File: src/rtl/hazard_ctl.sv
module hazard_ctl #(
  parameter int REG_W = 5
) (
  input  logic [REG_W-1:0] ifid_rs,
  input  logic [REG_W-1:0] ifid_rt,
  input  logic [REG_W-1:0] idex_rs,
  input  logic [REG_W-1:0] idex_rt,
  input  logic [REG_W-1:0] idex_rd,
  input  logic             idex_wen,
  input  logic             idex_memrd,
  input  logic [REG_W-1:0] exmem_rd,
  input  logic             exmem_wen,
  input  logic [REG_W-1:0] memwb_rd,
  input  logic             memwb_wen,
  input  logic             br_taken,
  output logic [1:0]       fwd_a,
  output logic [1:0]       fwd_b,
  output logic             stall,
  output logic             bubble,
  output logic             flush
);

  localparam logic [1:0] SEL_RF = 2'b00;
  localparam logic [1:0] SEL_EX = 2'b10;
  localparam logic [1:0] SEL_WB = 2'b01;

  logic ex_live, wb_live, ld_live;
  logic ex_a, ex_b, wb_a, wb_b;
  logic ld_hit;

  assign ex_live = exmem_wen && (exmem_rd != '0);
  assign wb_live = memwb_wen && (memwb_rd != '0);
  assign ld_live = idex_memrd && idex_wen && (idex_rd != '0);

  assign ex_a = ex_live && (exmem_rd == idex_rs);
  assign ex_b = ex_live && (exmem_rd == idex_rt);
  assign wb_a = wb_live && (memwb_rd == idex_rs);
  assign wb_b = wb_live && (memwb_rd == idex_rt);

  assign fwd_a = ex_a ? SEL_EX : (wb_a ? SEL_WB : SEL_RF);
  assign fwd_b = ex_b ? SEL_EX : (wb_b ? SEL_WB : SEL_RF);

  assign ld_hit = ld_live && ((idex_rd == ifid_rs) || (idex_rd == ifid_rt));

  assign stall  = ld_hit;
  assign bubble = ld_hit;
  assign flush  = br_taken && !ld_hit;

endmodule

File: config.mk
export PLATFORM = sky130hd
export DESIGN_NAME = hazard_ctl
export DESIGN_NICKNAME = d
export VERILOG_FILES = /design/src/rtl/hazard_ctl.sv
export SDC_FILE = /design/constraint.sdc
export NUM_CORES = 1
export LEC_CHECK = 0
export CORE_AREA = 10 10 48 50
export DETAILED_ROUTE_END_ITERATION = 7
export DIE_AREA = 0 0 58 60
export PLACE_DENSITY = 0.9
export SKIP_LAST_GASP = 1
export SLEW_MARGIN = 20
export SYNTH_ARGS = -nofsm -noshare
export SYNTH_HDL_FRONTEND = slang
export SYNTH_SLANG_ARGS = --single-unit
export TNS_END_PERCENT = 50
File: constraint.sdc
create_clock -name vclk -period 2.75
set_input_delay 0.4125 -clock vclk [all_inputs]
set_output_delay 0.4125 -clock vclk [all_outputs]
set_load 0.005 [all_outputs]
# Word level (Yosys, flattened, before mapping)

Cells that the tools add are included.

Logic and storage cells: 25
Bits of input ports: 40
Register bits: 0

Reductions and logical operators: 15
Eq/ne operators: 6
Muxes and demuxes: 4

Operator list:

| kind                | number |
|---|---|
| equality test 5 bit | 6 |
| nonzero test 5 bit  | 3 |
| logical AND 1 bit   | 10 |
| 2-to-1 mux 2 bit    | 2 |
| 2-to-1 mux 1 bit    | 2 |
| zero test 1 bit     | 1 |
| logical OR 1 bit    | 1 |

# Logic depth before layout (Yosys ltp)

Word-level depth: 5
Depth in mapped cells: 5

# Worst setup path before layout

Ideal clock, no wire load.

Path type: input-to-output
Start point: input port exmem_rd[1]
End point: output port fwd_a[0]
Slack: 0.899 ns
Stages: 4
Required time: 2.338 ns
Arrival time: 1.439 ns
Path through: or4_1 > o21ai_2 > nor4_1 > nor4_2

Longest elaborated chain between the ends: 4

RTL lines:

| element               | RTL line | text |
|---|---|---|
| from (decl)           | 11       | `input logic [REG_W-1:0] exmem_rd,` |
| nonzero test 5 bit    | 31       | `assign ex_live = exmem_wen && (exmem_rd != '0);` |
| logical AND 1 bit     | 31       |  |
| logical AND 1 bit (*) | 35       | `assign ex_a = ex_live && (exmem_rd == idex_rs);` |
| named net ex_a        | 28       | `logic ex_a, ex_b, wb_a, wb_b;` |
| 2-to-1 mux 2 bit (*)  | 40       | `assign fwd_a = ex_a ? SEL_EX : (wb_a ? SEL_WB : SEL_RF);` |
| to (decl)             | 16       | `output logic [1:0] fwd_a,` |

Mark *: on every way through the listed nets, which the timed path passes. The rest lies on a longest branch.

# Worst setup path after layout

Start point: input port exmem_rd[4]
End point: output port fwd_b[1]

Longest elaborated chain between the ends: 4

RTL lines:

| element               | RTL line | text |
|---|---|---|
| nonzero test 5 bit    | 31       |  |
| logical AND 1 bit     | 31       |  |
| logical AND 1 bit (*) | 36       | `assign ex_b = ex_live && (exmem_rd == idex_rt);` |
| 2-to-1 mux 2 bit (*)  | 41       | `assign fwd_b = ex_b ? SEL_EX : (wb_b ? SEL_WB : SEL_RF);` |
| to (decl)             | 17       | `output logic [1:0] fwd_b,` |

Every way passes the cells marked *; elsewhere a longest branch is shown, timed or not.

==> results.md <==
Placement:
- At the end of routability-driven placement, the weighted congestion stood at between 0.8 and 0.9.
- Once placement finished, the instance area stood at between 900 and 1000 um2.
- The number of buffers added on ports is 47.
- The number of placed instances, taps included, is about 130.
- The pre-CTS setup slack is -0.117 ns.

Cells and area:
- Registers take 0 um2.
- The finished layout holds ~130 standard cells, fillers aside.
- The final-stage net count is 152.
- In the final layout, the share of cells above drive strength 1 is around 15%.
- After routing the design area is 998 um2.
- The total inserted antenna cells is 0.
- The number of clock-tree buffers in the layout is 0.
- The core utilization of the finished layout is around 70%.
- There are 0 flip-flops and latches.
- Fill cells in the final layout number ~120.
- Relative to the synthesized area, the layout overhead comes to 132%.

GRT:
- The wire length of the first global-routing pass is roughly 3200 um.
- The total overflow left after global routing is 0.
- The number of antenna violations at the first check in global routing is 0.
- The number of global-route vias before repair is between 600 and 700.
- Across every metal layer, demand over resource in global routing totals between 10% and 20%.
- Entering global routing, the biggest net connects 4 pins.

Clocking:
- The post-CTS setup buffer count is 0.
- After clock tree synthesis, the repair step resized 2 gates.
- Buffers inserted to repair hold after CTS numbered 0.

Detailed routing:
- The number of routed nets with antenna violations is 0.
- Using the TritonRoute via totals, the vias-per-cell ratio works out to around 4.8.
- After detailed routing, the total wire length is approximately 2200 um.
- After detailed routing, the average wire length per cell comes to approximately 17 um.
- The final route contains a little over 600 vias.
- After detailed routing, the number of remaining DRC violations is 0.
- For this block, the initial DRC count from the detailed router was 3.
- Before antenna repair, the detailed router went through 2 iterations.

Setup path:
- The critical path startpoint is exmem_rd[4].
- The kind of end point of the critical path is an output pin.
- At the worst endpoint, the arrival time is 2.26 ns.
- The critical path launch point type is a primary input.
- The kind of critical path is in2out.
- For the worst setup path, the data required time is ~2.3 ns.
- Along the worst path, the maximum fanout reaches 2.

Logic synthesis:
- The leading area contributor after synthesis is xnor2_1.
- After synthesis the cells add up to approximately 430 um2.
- The commonest cells after synthesis are xnor2_1 (16), xor2_1 (14), nand3_1 (4), or4_1 (4), buf_4 (3).
- xnor2_1 is the most common cell in the netlist.
- The synthesized net count is between 90 and 100.
- The synthesized netlist contains 15 unique library cells.
- The part of the Yosys area used for sequential elements is 0%.
- During synthesis, Yosys emitted a total of 0 warnings.
- Sorting the synthesized cells by area gives the leading types as xnor2_1 (33%), xor2_1 (28%), or4_1 (7.0%), nor4_2 (5.8%), buf_4 (5.2%).
- The mean cell area of the mapped netlist is 7.97 um2.
- After synthesis, the largest area contributor takes up 32.6% of total cell area.
- The cell count after synthesis is between 50 and 60.

STA:
- The worst path in the final design needs a cycle of 2.67 ns, including I/O delays and setup.
- The final worst slack is slightly above 0.08 ns.
- The number of pins with negative max-slew slack in the final report was 0.
- For the pin with the worst max-slew slack, the measured transition is 0.313 ns.
- The achievable clock frequency is roughly 370 MHz.
- The share of the clock period used by the worst path is a little under 100%.
- The setup violation total in the final timing report is 0.
- The total count of hold-check failures in the final report was 0.
- In this run the tightest slew margin relative to its limit is 79.0%.
- Setup repair after global routing could not meet its margin everywhere.

Pwr:
- The switching power of the nets is between 0.04 and 0.05 mW.
- The portion of total power attributed to the clock network is 0%.
- The total power after layout is roughly 0.14 mW.
- The maximum resistive drop on vdd is 63.8 uV.
- The static leakage is about 0.37 nW.
- Of the total power, registers draw 0%.
- In this run switching power makes up about a third of total power.
- The total power density per cell area is around 140 nW/um2.
- The internal power of the cells is just over 0.09 mW.
- The combinational cell fraction of total power is between 90% and 100%.

Min path:
- The type of the tightest min-delay check is in2out.
- The number of instances on the worst hold path is 5.
- In this run the most critical hold path is launched from memwb_wen.

Floorplanning:
- The area of the die is ~3500 um2.
- The area inside the core boundary is about 1400 um2.
- The starting utilization of the core area is roughly 30%.
- The die span in y is around 60 um.
- The die extent in x is slightly below 60 um.
- The number of ports placed on the die boundary is 47.
- The initialized floorplan defines 14 standard-cell rows.

Run:
- Across the run, the number of max-cap violations was 0.

Outcome:
- The flow ran to the end, and the final reports show no timing, DRC or antenna violations.
## worst paths after layout
kind,to,slack [ns]
hold / removal,fwd_b[0],1.74
setup / recovery,fwd_b[1],0.08
## worst max-delay path, stage by stage
cell and delay, ns:
clkdlybuf4s50_1 0.42, buf_4 0.15, xnor2_1 0.14, nand3_1 0.12, nor4_2 0.35, buf_4 0.17, clkdlybuf4s50_1 0.49
## through the flow
step                      TNS [ns]  hold slack, ns
final                            0            1.74
after CTS                  -0.0586            1.75
after global routing       -0.0391            1.77
after global placement      -0.131            1.78
after floorplan                  0           0.940
after detailed placement    -0.254            1.78
## cell type report
type	count	area [um2]	share of cell area, %
timing repair buffer	59	558	55.9
tap	16	20.0	2.01
multi-input combinational	51	420	42.1
## power by group through the flow
stage                     Sequential, mW  Combinational [mW]  Clock [mW]
after floorplan                        0              0.0455           0
after global placement                 0               0.136           0
after detailed placement               0               0.140           0
after CTS                              0               0.141           0
after global routing                   0               0.152           0
final                                  0               0.142           0
## cells by family after synthesis
group,Yosys count,share of synthesized area [%]
and+or+nand+nor,16,25.0
buffers and inverters,3,5.23
AOI/OAI and AO/OA,5,8.72
xor gates and xnor gates,30,61.0
## placed cells by master (no fill, tap or decap)
master,instances
a21boi_0,1
and2_1,1
buf_4,12
clkdlybuf4s50_1,45
dlygate4sd2_1,2
nand2_1,2
nand3_1,4
nor4_2,4
o21ai_1,1
o21ai_2,1
o22ai_1,1
o311a_1,1
or3_1,1
or4_1,4
xnor2_1,16
xor2_1,14
## layer usage
layer  share of wire (%)  global-route usage (%)  wire, um
met3                 2.0                   0.847        43
met1                  35                    11.5       747
met4                0.88                    1.01        19
met5                   0                       0         0
met2                  62                    24.1      1340
(Power assumes the default switching activity.)
